[config.mk]
export PLATFORM = sky130hd
export DESIGN_NAME = nmea_sentence_gate
export DESIGN_NICKNAME = d
export VERILOG_FILES = /design/src/rtl/nmea_gate_pkg.sv /design/src/rtl/nmea_hdr_match.sv /design/src/rtl/nmea_cksum.sv /design/src/rtl/nmea_field_track.sv /design/src/rtl/nmea_sentence_gate.sv
export SDC_FILE = /design/constraint.sdc
export NUM_CORES = 1
export LEC_CHECK = 0
export BUFFER_PORTS_ARGS = -buffer_cell sky130_fd_sc_hd__buf_2
export CAP_MARGIN = 20
export CORE_MARGIN = 2
export CORE_UTILIZATION = 45
export DETAILED_ROUTE_END_ITERATION = 16
export PLACE_DENSITY = 0.65
export SLEW_MARGIN = 20
export SYNTH_ARGS = -nofsm -noshare
export SYNTH_HDL_FRONTEND = slang
export SYNTH_SLANG_ARGS = --single-unit
export TNS_END_PERCENT = 100
[constraint.sdc]
create_clock -name clk -period 3.86 [get_ports clk]
set_input_delay 0.579 -clock clk [delete_from_list [all_inputs] [get_ports clk]]
set_output_delay 0.579 -clock clk [all_outputs]
set_load 0.01 [all_outputs]
[src/rtl/nmea_gate_pkg.sv]
package nmea_gate_pkg;
  localparam int HDR_LEN   = 5;
  localparam int NUM_KINDS = 3;
  localparam int KIND_W    = $clog2(NUM_KINDS + 1);

  // header templates, index k reported as type k+1
  localparam logic [8*HDR_LEN-1:0] KIND_HDR [NUM_KINDS] = '{"GPGGA", "GPRMC", "GPVTG"};

  localparam logic [7:0] CH_OPEN  = 8'h24;
  localparam logic [7:0] CH_STAR  = 8'h2A;
  localparam logic [7:0] CH_COMMA = 8'h2C;
  localparam logic [7:0] CH_CR    = 8'h0D;
  localparam logic [7:0] CH_LF    = 8'h0A;

  typedef enum logic [2:0] {
    ST_IDLE, ST_HDR, ST_BODY, ST_CK_HI, ST_CK_LO, ST_TERM, ST_SKIP
  } gate_state_e;

  function automatic logic is_hex(input logic [7:0] c);
    return (c >= "0" && c <= "9") || (c >= "A" && c <= "F") || (c >= "a" && c <= "f");
  endfunction

  function automatic logic [3:0] hex_val(input logic [7:0] c);
    logic [7:0] v;
    if (c >= "a") v = c - 8'd87;
    else if (c >= "A") v = c - 8'd55;
    else v = c - 8'd48;
    return v[3:0];
  endfunction
endpackage

[src/rtl/nmea_hdr_match.sv]
module nmea_hdr_match
  import nmea_gate_pkg::*;
(
  input  logic [2:0]           pos,
  input  logic [7:0]           ch,
  input  logic [NUM_KINDS-1:0] cand_in,
  output logic [NUM_KINDS-1:0] cand_out
);
  for (genvar k = 0; k < NUM_KINDS; k++) begin : g_kind
    logic [8*HDR_LEN-1:0] shifted;
    assign shifted     = KIND_HDR[k] << (8 * pos);
    assign cand_out[k] = cand_in[k] && (shifted[8*HDR_LEN-1 -: 8] == ch);
  end
endmodule

[src/rtl/nmea_cksum.sv]
module nmea_cksum
  import nmea_gate_pkg::*;
(
  input  logic       clk,
  input  logic       rst_n,
  input  logic       clear,
  input  logic       accum,
  input  logic       latch_hi,
  input  logic [7:0] ch,
  output logic [7:0] sum,
  output logic [3:0] hi_nib
);
  always_ff @(posedge clk) begin
    if (!rst_n) begin
      sum    <= '0;
      hi_nib <= '0;
    end else begin
      if (clear)      sum <= '0;
      else if (accum) sum <= sum ^ ch;
      if (latch_hi) hi_nib <= hex_val(ch);
    end
  end
endmodule

[src/rtl/nmea_field_track.sv]
module nmea_field_track #(
  parameter int CNT_W = 7
) (
  input  logic             clk,
  input  logic             rst_n,
  input  logic             restart,
  input  logic             comma_ev,
  input  logic             data_ev,
  output logic             mark,
  output logic             valid,
  output logic [CNT_W-1:0] num_o,
  output logic [CNT_W-1:0] pos_o
);
  logic [CNT_W-1:0] num_q, cnt_q;

  always_ff @(posedge clk) begin
    if (!rst_n) begin
      num_q <= '0; cnt_q <= '0; mark <= 1'b0; valid <= 1'b0;
      num_o <= '0; pos_o <= '0;
    end else begin
      mark  <= 1'b0;
      valid <= 1'b0;
      if (restart) begin
        num_q <= '0;
        cnt_q <= '0;
      end else if (comma_ev) begin
        num_q <= num_q + 1'b1;
        cnt_q <= '0;
        mark  <= 1'b1;
        num_o <= num_q + 1'b1;
        pos_o <= '0;
      end else if (data_ev) begin
        cnt_q <= cnt_q + 1'b1;
        valid <= 1'b1;
        num_o <= num_q;
        pos_o <= cnt_q;
      end
    end
  end
endmodule

[src/rtl/nmea_sentence_gate.sv]
module nmea_sentence_gate
  import nmea_gate_pkg::*;
#(
  parameter int MAX_CHARS = 82
) (
  input  logic                           clk,
  input  logic                           rst_n,
  input  logic                           in_valid,
  input  logic [7:0]                     in_data,
  output logic                           in_ready,
  output logic [1:0]                     sent_type,
  output logic                           field_mark,
  output logic                           field_valid,
  output logic [$clog2(MAX_CHARS+1)-1:0] field_num,
  output logic [$clog2(MAX_CHARS+1)-1:0] field_pos,
  output logic                           sent_ok,
  output logic                           sent_bad
);
  localparam int LEN_W = $clog2(MAX_CHARS + 1);

  gate_state_e st, st_n;
  logic [2:0]           hpos, hpos_n;
  logic [NUM_KINDS-1:0] cand, cand_n, cand_hit;
  logic [1:0]           kind, kind_n, enc;
  logic [LEN_W-1:0]     len, len_n;
  logic                 match, match_n, ok_n, bad_n;
  logic                 ck_clear, ck_acc, ck_hi;
  logic                 f_restart, f_comma, f_data;
  logic [7:0]           ck_sum;
  logic [3:0]           ck_hi_nib;
  logic                 active, kept;

  assign in_ready = 1'b1;

  nmea_hdr_match u_hdr (.pos(hpos), .ch(in_data), .cand_in(cand), .cand_out(cand_hit));

  nmea_cksum u_ck (
    .clk(clk), .rst_n(rst_n), .clear(ck_clear), .accum(ck_acc), .latch_hi(ck_hi),
    .ch(in_data), .sum(ck_sum), .hi_nib(ck_hi_nib)
  );

  nmea_field_track #(.CNT_W(LEN_W)) u_fld (
    .clk(clk), .rst_n(rst_n), .restart(f_restart), .comma_ev(f_comma), .data_ev(f_data),
    .mark(field_mark), .valid(field_valid), .num_o(field_num), .pos_o(field_pos)
  );

  always_comb begin
    enc = '0;
    for (int k = 0; k < NUM_KINDS; k++)
      if (cand_hit[k]) enc = 2'(k + 1);
  end

  assign active = st inside {ST_HDR, ST_BODY, ST_CK_HI, ST_CK_LO, ST_TERM};
  assign kept   = st inside {ST_BODY, ST_CK_HI, ST_CK_LO, ST_TERM};

  always_comb begin
    st_n = st; hpos_n = hpos; cand_n = cand; kind_n = kind; len_n = len; match_n = match;
    ok_n = 1'b0; bad_n = 1'b0;
    ck_clear = 1'b0; ck_acc = 1'b0; ck_hi = 1'b0;
    f_restart = 1'b0; f_comma = 1'b0; f_data = 1'b0;
    if (in_valid) begin
      if (in_data == CH_OPEN) begin
        st_n = ST_HDR; hpos_n = '0; cand_n = '1; len_n = LEN_W'(1); ck_clear = 1'b1;
      end else if (active && len >= LEN_W'(MAX_CHARS - 1)) begin
        st_n  = ST_SKIP;
        bad_n = kept;
      end else begin
        if (active) len_n = len + 1'b1;
        case (st)
          ST_HDR: begin
            ck_acc = 1'b1;
            cand_n = cand_hit;
            if (cand_hit == '0) st_n = ST_SKIP;
            else if (hpos == 3'(HDR_LEN - 1)) begin
              st_n = ST_BODY; kind_n = enc; f_restart = 1'b1;
            end else hpos_n = hpos + 1'b1;
          end
          ST_BODY: begin
            if (in_data == CH_STAR) st_n = ST_CK_HI;
            else begin
              ck_acc = 1'b1;
              if (in_data == CH_COMMA) f_comma = 1'b1;
              else f_data = 1'b1;
            end
          end
          ST_CK_HI: begin
            if (is_hex(in_data)) begin ck_hi = 1'b1; st_n = ST_CK_LO; end
            else begin bad_n = 1'b1; st_n = ST_SKIP; end
          end
          ST_CK_LO: begin
            if (is_hex(in_data)) begin
              match_n = ({ck_hi_nib, hex_val(in_data)} == ck_sum);
              st_n    = ST_TERM;
            end else begin bad_n = 1'b1; st_n = ST_SKIP; end
          end
          ST_TERM: begin
            if (in_data == CH_CR || in_data == CH_LF) begin
              ok_n = match; bad_n = !match; st_n = ST_IDLE;
            end else begin bad_n = 1'b1; st_n = ST_SKIP; end
          end
          default: ;
        endcase
      end
    end
  end

  always_ff @(posedge clk) begin
    if (!rst_n) begin
      st <= ST_IDLE; hpos <= '0; cand <= '0; kind <= '0; len <= '0; match <= 1'b0;
      sent_ok <= 1'b0; sent_bad <= 1'b0; sent_type <= '0;
    end else begin
      st <= st_n; hpos <= hpos_n; cand <= cand_n; kind <= kind_n; len <= len_n;
      match <= match_n; sent_ok <= ok_n; sent_bad <= bad_n;
      sent_type <= (st_n inside {ST_BODY, ST_CK_HI, ST_CK_LO, ST_TERM}) ? kind_n : 2'd0;
    end
  end
endmodule

---- Word-level counts from Yosys, hierarchy flattened ----
Cells that the tools add are included.
storage, ports and cells
  register bits after elaboration ......... 65
  memory bits (read-only) ................. 0
  memories kept ........................... 0
  bits of input ports ..................... 11
  output and inout bits ................... 21
  RAM bits ................................ 0
  bits in latches ......................... 0
  logic and storage cells ................. 171
cells by class
  $mul .................................... 0
  reductions and logical operators ........ 30
  multiplexer cells ....................... 77
  div/mod/pow operators ................... 0
  equality and inequality tests ........... 22
  add/subtract/negate cells ............... 7
  $lt $le $gt $ge ......................... 7
  bitwise operators ....................... 8
  shifts and indexed selects .............. 3
operators with widths
  cell                                                  number
  left shift 39 x 6 -> 40 bit (first input constant)    3
  two-way mux 7 bit                                     7
  two-way mux 3 bit                                     15
  two-way mux 1 bit                                     35
  == test 8 bit                                         4
  two-way mux 4 bit                                     7
  == test 8 x 6 -> 1 bit (second input constant)        3
  adder 7 x 1 -> 7 bit (second input constant)          3
  two-way mux 2 bit                                     10
  == test 8 x 4 -> 1 bit (second input constant)        2
  >= comparator 8 x 7 -> 1 bit (second input constant)  2
  <= comparator 8 x 7 -> 1 bit (second input constant)  2
  == test 3 bit (second input constant)                 5
  one-hot mux 3 bit (5 select lines)                    1
  == test 3 x 2 -> 1 bit (second input constant)        4
  AND reduction 5 bit                                   2
  >= comparator 8 x 6 -> 1 bit (second input constant)  1
  <= comparator 8 x 6 -> 1 bit (second input constant)  1
  nonzero test 4 bit                                    2
  subtractor 4 x 3 -> 4 bit (second input constant)     2
  XOR 8 bit                                             1
  >= comparator 7 bit (second input constant)           1
  logical AND 1 bit                                     7
  NOT 1 bit                                             7
  15 further kinds                                      27

---- Depth between registers and ports, before layout ----
Gate-level depths: netlist of run 1.
  depth after elaboration ................. 12
  gate-level depth with buffers ........... 12
  mapped depth without buffers ............ 9

---- Cells and area by module ----
From an unflattened synthesis of run 1, not the netlist that was laid out.
second synthesis, totals
  cells, all modules ...................... 464
  area total of the unflattened synthesis .. 3886.2 µm²
modules (own cells, without submodules)
  module              area an instance (µm²)  seq. area each (µm²)  cells an instance  instances
  nmea_sentence_gate  1705.4                  460.4                 210                1
  nmea_field_track    1229.9                  600.6                 139                1
  nmea_cksum          588.1                   240.2                 67                 1
  nmea_hdr_match      362.8                   0.0                   48                 1

---- Worst setup path before layout of run 1 ----
No wires, ideal clock.
  path kind ............................... input-to-reg
  start ................................... input port in_data[1]
  end ..................................... register u_fld.cnt_q[5]
  arrival ................................. 2732 ps
  data required time ...................... 3790 ps
  path slack .............................. 1058 ps
  setup time .............................. 70 ps
  buffers on the path ..................... 2
  stages on the path ...................... 10
  cells stage by stage .................... clkbuf_1 inv_1 ha_1 nand4b_1 or4_1 clkbuf_1 nand3_2 or3_1 or4_1 a21oi_1
between the ends
  cells in the longest elaborated chain, start to end .. 9
  elaborated cells on any way between the ends .. 28
  classes of those cells .................. 6 x eq/ne; 17 x mux; 5 x reduce/logical
RTL lines
  element                              RTL line                  source
  start, declared                      nmea_sentence_gate.sv:9   input logic [7:0] in_data,
  == test 8 bit                        nmea_hdr_match.sv:12      assign cand_out[k] = cand_in[k] && (shifted[8*HDR_LEN-1 -: 8] == ch);
  logical AND 1 bit                    nmea_hdr_match.sv:12
  logical NOT 3 bit                    nmea_sentence_gate.sv:73  if (cand_hit == '0) st_n = ST_SKIP;
  two-way mux 1 bit                    nmea_sentence_gate.sv:73
  two-way mux 1 bit                    nmea_sentence_gate.sv:69  case (st)
  two-way mux 1 bit                    nmea_sentence_gate.sv:64  end else if (active && len >= LEN_W'(MAX_CHARS - 1)) begin
  two-way mux 1 bit                    nmea_sentence_gate.sv:62  if (in_data == CH_OPEN) begin
  two-way mux 1 bit                    nmea_sentence_gate.sv:61  if (in_valid) begin
  OR reduction 3 bit (no source line)  n/a
  end signal, assigned                 nmea_field_track.sv:33    cnt_q <= cnt_q + 1'b1;
  end, declared                        nmea_field_track.sv:14    logic [CNT_W-1:0] num_q, cnt_q;
Parallel ways exist; a longest one is shown, timed or not.
A chain may end at the register's enable or synchronous reset.

---- Final worst setup path of run 1 ----
  start ................................... register hpos[0]
  end ..................................... register hpos[0]
between the ends
  cells in the longest elaborated chain, start to end .. 6
  elaborated cells on any way between the ends .. 20
  classes of those cells .................. 1 x add/sub; 6 x eq/ne; 3 x shift; 5 x mux; 5 x reduce/logical
RTL lines
  element                                                                      RTL line                                            source
  start, declared                                                              nmea_sentence_gate.sv:22                            logic [2:0] hpos, hpos_n;
  start signal, assigned                                                       nmea_sentence_gate.sv:112                           st <= st_n; hpos <= hpos_n; cand <= cand_n; kind <= kind_n; len <= len_n;
  left shift 39 x 6 -> 40 bit or adder 3 x 1 -> 3 bit (tied branches)          nmea_hdr_match.sv:11, nmea_sentence_gate.sv:76
  == test 8 bit or two-way mux 3 bit (tied branches)                           nmea_hdr_match.sv:12, nmea_sentence_gate.sv:74
  logical AND 1 bit or two-way mux 3 bit (tied branches)                       nmea_hdr_match.sv:12, nmea_sentence_gate.sv:73
  logical NOT 3 bit or two-way mux 3 bit (tied branches)                       nmea_sentence_gate.sv:73, nmea_sentence_gate.sv:69
  inequality test 2 bit (no source line) or two-way mux 3 bit (tied branches)  n/a
  AND reduction 5 bit (no source line) or two-way mux 3 bit (tied branches)    n/a
Parallel ways exist; a longest one is shown, timed or not. The select of a mux whose other input is x is not followed.

==> metrics.txt, run 1 <==
Crit. End Element flip-flop; ranking of synthesized cells by area dfxtp_1 (34%), nor2_1 (6.4%), ha_1 (5.3%); met2 GRT Util 32.5%; antenna violations before repair 0; ys async rst share 0%; total I/O pin count 32; status finished clean; Final TNS setup 0 ns; vias per inst 5.68; Worst Hold Launch u_fld.pos_o[2]; clk_lat worst skew 0.35 ns; die area 9150 µm²; Global Route Usage Sum 21.1%; crit start category flip-flop; antenna cells 0; dpl ws 0.648 ns; CP Class flip-flop to flip-flop; Seq/Total Area, Yosys 34.4%; drt total wl 8960 µm; synthesis warning total 0; Reg clk slew, reported paths 0.07 ns; skew final 0.00729 ns; Finish-stage setup viols 0; DRT iter0 DRCs 188; post-synthesis xor/xnor area fraction 9.96%; Max-slew headroom 58.2%; cell row count 33; Critical Path Max Stage Delay 0.53 ns; Main synth FF type dfxtp_1; RSZ-0062 raised after global routing no; TritonCTS clock tree yes; CTS max path bufs 2; Final WS setup 0.828 ns; Sw Pwr 0.000366 W; crit-path max FO 6; Max Slew Vio Count 0; largest net degree at the start of global routing 28; Root Driver clkbuf_8; Worst-Margin Slew 0.620 ns; Crit path top cell by count o21ai_0; sequence of cells on the critical path inv_1 -> ha_1 -> a21boi_0 -> o21ai_0 -> a211oi_1 -> o221ai_2 -> and2_2 -> o21ai_0 -> mux2i_1; DP HPWL 6310 µm; Initial Util 46.2%; r2r setup slk 0.83 ns; cts repair resizes 0; crit share post-route 78.5%; Critical Path RT 4.13 ns; hold path endpoint u_fld.pos_o[2]; # fillers 808; mux cell area share after synthesis 2.38%; Synth Register Bits 65; min cycle time layout 3.03 ns; met1 Track Usage GR 29.3%; Post-synth EDFFs 0; Hold Slack 0.455 ns; slowest CP cell a211oi_1; Routed Antenna Nets 0; syn_nets 496; Inst Count DP 582; commonest cells after routing, fill and taps aside dfxtp_1 (65), nor2_1 (64), nand2_1 (45), o21ai_0 (31), buf_2 (30); Placer Congestion 0.855; Synth top area share 34.4%; sw frac 24.7%; final instance count without filler cells 598; chip width 95.7 µm; Post-CTS Setup Repair Bufs 0; Remaining Overflow, GRT 0; htree depth 3; clock power share 43.5%; most common cell after layout, fill and taps aside dfxtp_1; via count 3396; Die Height 95.7 µm; MaxCap Viol Count 0; Port Buffer Count 30; worst vdd rail ir drop 0.177 mV; Synth Area in Simple Gates 24.9%; Syn Inst Count 469; Reg power frac 46.9%; worst r2r src hpos[0]; Hold Vio Cnt, Final 0; WP data arrival 3.30 ns; Yosys cell types 59; Power per Cell Area 353 nW/µm²; Leak 1.62 nW; vias in the first global route 3176; global route hottest layer met2; share of cells above drive strength 1 13.8%; first-pass GRT wire length 15100 µm; hold-critical path depth 2; Layout Nets 515; Area growth syn-to-layout 10.8%; Achievable Freq 0.330 GHz; Synth Area in Compound Gates 17.5%; DRC 0; Pint 0.00111 W; worst r2r path cells 9; synthesized area 3780 µm²; 1st-pass router iterations 4; cts bufs inserted 9; Logic pwr share 9.6%; synthesized area per cell 8.06 µm²; mean routed wirelength per cell 15.0 µm; clock sink count 65; Reg-to-Reg End hpos[0]; met3 Track Usage GR 4.11%; Synth Area in Adders 5.30%; # hold bufs at CTS 0; biggest area consumer among synthesized cells dfxtp_1; largest family of logic cells by synthesized area simple AND/OR/NAND/NOR gates; core area 8180 µm²; Hold WC Path Type flip-flop to flip-flop
-- kinds of logic after synthesis --
| family | after synthesis |
|---|---|
| simple gates | 194 |
| compound gates | 100 |
| flops | 65 |
| xor+xnor | 43 |
| buf+inv | 41 |
| fa+ha+maj | 16 |
| mux | 9 |
| other cells | 1 |
-- per-stage QoR --
step | instance area [µm²] | util (%) | total power [W]
2_1_floorplan | 3780 | - | 0.000815
3_3_place_gp | 3970 | 48.5 | 0.000846
3_5_place_dp | 3970 | 48.5 | 0.000849
4_1_cts | 4190 | 51.2 | 0.00149
5_1_grt | 4190 | 51.2 | 0.00154
6_report | 4190 | 51.2 | 0.00148
-- power by group through the flow --
| stage | Sequential [W] | Combinational [W] | Clock (W) |
|---|---|---|---|
| final | 0.000694 | 0.000142 | 0.000645 |
| after global routing | 0.000696 | 0.000158 | 0.000686 |
| after CTS | 0.000694 | 0.000140 | 0.000658 |
| after detailed placement | 0.000710 | 0.000139 | 0 |
| after global placement | 0.000709 | 0.000137 | 0 |
| after floorplan | 0.000704 | 0.000111 | 0 |
-- metal layers --
| layer | routed length, µm | up-vias |
|---|---|---|
| met5 | 0 | - |
| met2 | 4010 | 82 |
| met3 | 398 | 12 |
| met4 | 123 | 0 |
| met1 | 4420 | 1617 |
| li1 | - | 1685 |
-- layout make-up --
class                           instances  area (µm²)  share of cell area [%]
Clock inverter                          5        78.8                    1.88
Tap cell                              105         131                    3.14
Sequential cell                        65        1300                    31.1
Multi-Input combinational cell        363        2280                    54.5
Timing Repair Buffer                   39         218                    5.20
Inverter                               10        37.5                   0.896
Clock buffer                           11         141                    3.38
-- state kept, by name, summed over array words and instances (netlist names), 3 cells and up --
signal and flops:
u_fld.num_o 7, u_fld.num_q 7, u_fld.cnt_q 7, hpos 3, u_ck.sum 8, len 7
u_fld.pos_o 7, st 3, u_ck.hi_nib 4, cand 3
-- cells in the mapped netlist (4+ instances only) --
cell	n
nand3_1	25
or3_1	6
ha_1	16
xor2_1	22
mux2i_1	9
buf_4	8
nand3b_1	4
nor3_1	14
buf_2	10
a21oi_1	27
clkbuf_1	12
o21ai_0	31
xnor2_1	21
nor2_1	64
nand2_1	45
or4_1	4
dfxtp_1	65
inv_1	9
a211oi_1	8
nand4_1	7
-- how the worst max path moves through the flow --
stage                     from             end  depth (start not counted)
finish                 hpos[0]         hpos[0]                          9
global route           hpos[0]         hpos[0]                          9
CTS                    hpos[0]         hpos[0]                          9
detailed placement  in_data[0]  u_fld.cnt_q[3]                         11
global placement    in_data[0]  u_fld.cnt_q[3]                         11
floorplan           in_data[1]  u_fld.cnt_q[5]                         10
-- worst max-delay path: cells and delay by family (launching register included) --
kind | cells | cell delay (ns)
AO/OA/AOI/OAI | 5 | 1.53
adder cells (fa/ha/maj) | 1 | 0.38
buffers and inverters | 1 | 0.14
flip-flops | 1 | 0.44
multiplexers | 1 | 0.25
AND/OR/NAND/NOR | 1 | 0.24
Power figures use the tool's default switching activity.
==> inputs of run 2 (changes only) <==
--- a/config.mk
+++ b/config.mk
@@ -5,6 +5,7 @@
 export SDC_FILE = /design/constraint.sdc
 export NUM_CORES = 1
 export LEC_CHECK = 0
+export ABC_AREA = 1
 export BUFFER_PORTS_ARGS = -buffer_cell sky130_fd_sc_hd__buf_2
 export CAP_MARGIN = 20
 export CORE_MARGIN = 2
==> constraint.sdc (replaced) <==
create_clock -name clk -period 2.8 [get_ports clk]
set_input_delay 0.42 -clock clk [delete_from_list [all_inputs] [get_ports clk]]
set_output_delay 0.42 -clock clk [all_outputs]
set_load 0.01 [all_outputs]
==> run 2 against run 1 <==
Net effect: combinational power grew 100%; clock skew grew 0.0048 ns; fmax grew 22%; synthesized cell count grew 19%; die area grew 0.22%; utilization grew 0.26 points; worst hold slack lost 0.025 ns; sequential share of layout area shrank 0.16 points; setup slack lost 0.51 ns; flip-flop and latch count is the same; area after synthesis grew 0.23%; highest routed layer unchanged.
==> metrics.txt, run 2 <==
status finished clean; crit-path max FO 7; Crit. End Element flip-flop; largest net degree at the start of global routing 14; final instance count without filler cells 703; Hold Vio Cnt, Final 0; total I/O pin count 32; Reg clk slew, reported paths 0.07 ns; clk_lat worst skew 0.34 ns; Max-slew headroom 64.9%; Port Buffer Count 30; Power per Cell Area 467 nW/µm²; cts bufs inserted 9; mean routed wirelength per cell 12.9 µm; htree depth 3; drt total wl 9080 µm; Synth Register Bits 65; Global Route Usage Sum 21.3%; share of cells above drive strength 1 14.5%; ys async rst share 0%; Post-CTS Setup Repair Bufs 0; RSZ-0062 raised after global routing no; DP HPWL 6960 µm; Initial Util 46.3%; syn_nets 586; biggest area consumer among synthesized cells dfxtp_1; Seq/Total Area, Yosys 34.3%; Routed Antenna Nets 0; Syn Inst Count 559; Synth top area share 34.3%; Reg-to-Reg End u_fld.cnt_q[2]; Area growth syn-to-layout 11.1%; min cycle time layout 2.48 ns; core area 8180 µm²; Most flops, register u_ck.sum; Crit. Startpoint hpos[0]; DRC 0; # fillers 861; synthesized area 3790 µm²; hold-critical path depth 3; worst r2r src hpos[0]; Inst Count DP 687; hold path endpoint sent_ok; CTS max path bufs 2; most frequent cell after synthesis nand2_1; antenna cells 0; Worst Hold Launch in_valid; Placer Congestion 0.946; WP data arrival 2.75 ns; met3 Track Usage GR 3.68%; met1 Track Usage GR 30.0%; Finish-stage setup viols 0; ranking of synthesized cells by area dfxtp_1 (34%), nand2_1 (12%), nor2_1 (7.4%); clock sink count 65; CP Class flip-flop to flip-flop; Worst-Margin Slew 0.525 ns; Main synth FF type dfxtp_1; commonest cells after routing, fill and taps aside nand2_1 (125), nor2_1 (75), inv_1 (65), dfxtp_1 (65), nand3_1 (39); r2r setup slk 0.32 ns; TritonCTS clock tree yes; Hold WC Path Type input pin to flip-flop; synthesized area per cell 6.78 µm²; cell row count 33; crit share post-route 88.6%; worst vdd rail ir drop 0.245 mV; antenna violations before repair 0; Max Slew Vio Count 0; Achievable Freq 0.403 GHz; met2 GRT Util 33.3%; vias per inst 5.09; cts repair resizes 0; Root Driver clkbuf_8; Largest register FFs 8; global route hottest layer met2; worst r2r path cells 13; DRT iter0 DRCs 149; die area 9170 µm²; Critical Path RT 3.07 ns; Synth top cells by count nand2_1 (125), nor2_1 (75), dfxtp_1 (65), inv_1 (65), nand3_1 (39); fin area 4210 µm²; MaxCap Viol Count 0; Remaining Overflow, GRT 0; Post-synth EDFFs 0; chip width 95.8 µm; most common cell after layout, fill and taps aside nand2_1; via count 3581; # hold bufs at CTS 0; Leak 2.00 nW; Final TNS setup 0 ns; crit start category flip-flop; Die Height 95.8 µm; first-pass GRT wire length 15300 µm; 1st-pass router iterations 6; synthesis warning total 0; Post-DP Area 4040 µm²; skew final 0.0121 ns; final core occ 51.5%; Layout Nets 620; vias in the first global route 3289; Yosys cell types 36
==> run 2: changes by cell type in the layout (fill, tap and decap cells not counted), moves of 8 or more <==
cell      before  now
a211oi_1       8    0
inv_1          9   65
mux2i_1        9    0
nand2_1       45  125
nand2_2        0   10
nand3_1       25   39
nor2_1        64   75
xnor2_1       21    2
==> run 2: logic make-up after synthesis <==
kind of cell,Yosys count,share of synthesized area (%)
xor+xnor,25,5.78
fa+ha+maj,16,5.28
other cells,1,0.0990
flops,65,34.3
buf+inv,85,8.98
simple gates,295,35.2
compound gates,72,10.3
==> run 2: critical path, stage by stage (launching register included) <==
cell      delay, ns
dfxtp_1        0.42
inv_1          0.13
ha_1           0.26
inv_1          0.13
nand2_2        0.10
nand2_1        0.09
nand2_1        0.05
nand2_1        0.07
nor2_1         0.06
nand3_1        0.23
nand2_1        0.13
o211ai_2       0.26
nand3_1        0.27
nor3b_1        0.22
==> run 2: cell type report <==
cell class                 instances  area (µm²)  share of cell area (%)
clock buffer                       9         124                    2.94
inverter                          74         280                    6.66
clock inverter                     7        46.3                    1.10
tap                              105         131                    3.12
sequential                        65        1300                    30.9
timing repair buffer              34         180                    4.28
multi-input combinational        409        2150                    51.0
==> run 2: through the flow <==
step | hold slack (ns) | total power (W) | worst slack, ns
2_1_floorplan | 0.436 | 0.00120 | 0.767
3_3_place_gp | 0.452 | 0.00127 | 0.267
3_5_place_dp | 0.457 | 0.00128 | 0.220
4_1_cts | 0.421 | 0.00198 | 0.317
5_1_grt | 0.453 | 0.00206 | 0.0245
6_report | 0.430 | 0.00197 | 0.319
==> run 2: how the worst max path moves through the flow <==
stage / cells past startpoint / end / slack, ns
final: 13 / u_fld.cnt_q[2] / 0.32
after global routing: 13 / u_fld.cnt_q[2] / 0.02
after CTS: 13 / u_fld.cnt_q[4] / 0.32
after detailed placement: 16 / u_fld.cnt_q[3] / 0.22
after global placement: 15 / u_fld.num_o[2] / 0.27
after floorplan: 10 / u_fld.cnt_q[4] / 0.77
==> run 2: where the power goes <==
group          switching, W  internal [W]
Combinational      0.000190     0.0000944
Clock              0.000386      0.000321
Sequential        0.0000234      0.000951
Total              0.000599       0.00137
==> run 2: routing by layer <==
layer  routed length [µm]  vias up
li1                     -     1861
met1                 4560     1616
met2                 3970       87
met3                  451       17
met4                  108        0
met5                    0        -
==> inputs of run 3 (changes only) <==
--- a/config.mk
+++ b/config.mk
@@ -8,10 +8,12 @@
 export ABC_AREA = 1
 export BUFFER_PORTS_ARGS = -buffer_cell sky130_fd_sc_hd__buf_2
 export CAP_MARGIN = 20
+export CELL_PAD_IN_SITES_DETAIL_PLACEMENT = 0
+export CELL_PAD_IN_SITES_GLOBAL_PLACEMENT = 2
 export CORE_MARGIN = 2
-export CORE_UTILIZATION = 45
+export CORE_UTILIZATION = 33
 export DETAILED_ROUTE_END_ITERATION = 16
-export PLACE_DENSITY = 0.65
+export PLACE_DENSITY = 0.81
 export SLEW_MARGIN = 20
 export SYNTH_ARGS = -nofsm -noshare
 export SYNTH_HDL_FRONTEND = slang
==> run 3 against run 2 <==
Net effect: global-route usage shrank 4.6 points; worst hold slack gained 0.038 ns; via count shrank 2.7%; wire length grew 8.9%; largest power group is now clock.
==> metrics.txt, run 3 (synthesis gave the netlist of run 2 again) <==
status finished clean; sw frac 25.3%; TritonCTS clock tree yes; hold-critical path depth 2; Remaining Overflow, GRT 0; clock power share 48.3%; Initial Util 33.5%; mean routed wirelength per cell 13.4 µm; worst r2r path cells 13; min cycle time layout 2.46 ns; Hold Vio Cnt, Final 0; Power per Cell Area 553 nW/µm²; clk_lat worst skew 0.33 ns; CTS max path bufs 2; DRC 0; Reg clk slew, reported paths 0.06 ns; Max Slew Vio Count 0; r2r setup slk 0.34 ns; 1st-pass router iterations 4; Pint 0.00182 W; Crit. Startpoint hpos[0]; cts repair resizes 0; WP data arrival 2.71 ns; antenna cells 0; Hold WC Path Type flip-flop to flip-flop; drt total wl 9890 µm; chip width 111 µm; vias per inst 4.71; crit start category flip-flop; vias in the first global route 3418; Worst-Margin Slew 0.553 ns; cell row count 39; Die Height 111 µm; Crit. End Element flip-flop; Port Buffer Count 30; Area growth syn-to-layout 16.1%; Largest register FFs 8; first-pass GRT wire length 16600 µm; Max-slew headroom 63.0%; worst r2r src hpos[0]; Post-DP Area 4090 µm²; Reg power frac 40.1%; cts bufs inserted 9; Final TNS setup 0 ns; total I/O pin count 32; worst vdd rail ir drop 0.345 mV; Critical Path RT 3.05 ns; register area 1300 µm²; DP HPWL 7520 µm; Root Driver clkbuf_16; via count 3485; clock sink count 65; Global Route Usage Sum 16.7%; Logic pwr share 11.6%; Leak 2.07 nW; die area 12400 µm²; most common cell after layout, fill and taps aside nand2_1; commonest cells after routing, fill and taps aside nand2_1 (125), nor2_1 (75), inv_1 (65), dfxtp_1 (65), nand3_1 (39); Placer Congestion 0.904; Layout Nets 620; DRT iter0 DRCs 226; MaxCap Viol Count 0; fin area 4400 µm²; largest net degree at the start of global routing 26; area of the multi-input gates 2150 µm²; Reg-to-Reg End u_fld.cnt_q[4]; Post-CTS Setup Repair Bufs 0; crit share post-route 87.9%; Finish-stage setup viols 0; crit-path max FO 7; antenna violations before repair 0; skew final 0.00677 ns; Achievable Freq 0.407 GHz; Sw Pwr 0.000616 W; share of cells above drive strength 1 14.4%; # fillers 1238; # hold bufs at CTS 0; Worst Setup EP u_fld.cnt_q[4]; Routed Antenna Nets 0; core area 11300 µm²; htree depth 3; Most flops, register u_ck.sum; CP Class flip-flop to flip-flop; RSZ-0062 raised after global routing no
run 3: cell count changes in the layout (fill, tap and decap cells not counted):
cell / previous run / this run
clkinv_2: 4 / 3
inv_6: 1 / 0
clkbuf_8: 9 / 0
clkinv_4: 2 / 1
bufinv_16: 0 / 2
clkbuf_16: 0 / 9
run 3: critical path, cell delays in order, from the launching register on:
cell and delay (ns):
dfxtp_1 0.42, inv_1 0.13, ha_1 0.25, inv_1 0.12, nand2_2 0.10, nand2_1 0.09, nand2_1 0.05, nand2_1 0.08
nor2_1 0.06, nand3_1 0.18, nand2_1 0.13, o211ai_2 0.25, nand3_1 0.28, nor3_1 0.25
run 3: per-layer routing:
metal	vias to the layer above	GRT usage [%]	share of wire, %
met4	0	6.09	0.95
li1	1852	-	-
met1	1568	22.1	51
met2	56	26.2	44
met3	9	4.54	4.4
met5	-	0	0
run 3: worst min path at each step:
stage                        start             end  slack [ns]
CTS                 u_ck.hi_nib[3]  u_ck.hi_nib[3]        0.47
detailed placement  u_ck.hi_nib[3]  u_ck.hi_nib[3]        0.46
global placement    u_ck.hi_nib[3]  u_ck.hi_nib[3]        0.46
finish              u_ck.hi_nib[3]  u_ck.hi_nib[3]        0.47
floorplan           u_ck.hi_nib[3]  u_ck.hi_nib[3]        0.44
global route              in_valid         sent_ok        0.49
run 3: metrics by stage:
stage	hold WS (ns)	setup WS (ns)	cells	util, %	total power, W
global placement	0.461	0.205	725	36.1	0.00128
floorplan	0.436	0.767	559	-	0.00120
global route	0.492	0.0365	740	38.8	0.00255
CTS	0.468	0.322	740	38.8	0.00247
detailed placement	0.461	0.142	725	36.1	0.00128
finish	0.468	0.340	740	38.8	0.00243
run 3: power groups by stage:
stage | sequential (W) | clock [W] | combinational [W]
finish | 0.000975 | 0.00117 | 0.000282
global route | 0.000978 | 0.00125 | 0.000320
CTS | 0.000975 | 0.00121 | 0.000284
detailed placement | 0.000995 | 0 | 0.000282
global placement | 0.000994 | 0 | 0.000284
floorplan | 0.000994 | 0 | 0.000205
run 3: final cells by class:
cell class | instances | area share (%)
tap | 143 | 4.07
inverter | 74 | 6.37
sequential | 65 | 29.6
clock inverter | 6 | 1.91
clock buffer | 9 | 5.12
multi-input combinational | 409 | 48.8
timing repair buffer | 34 | 4.10
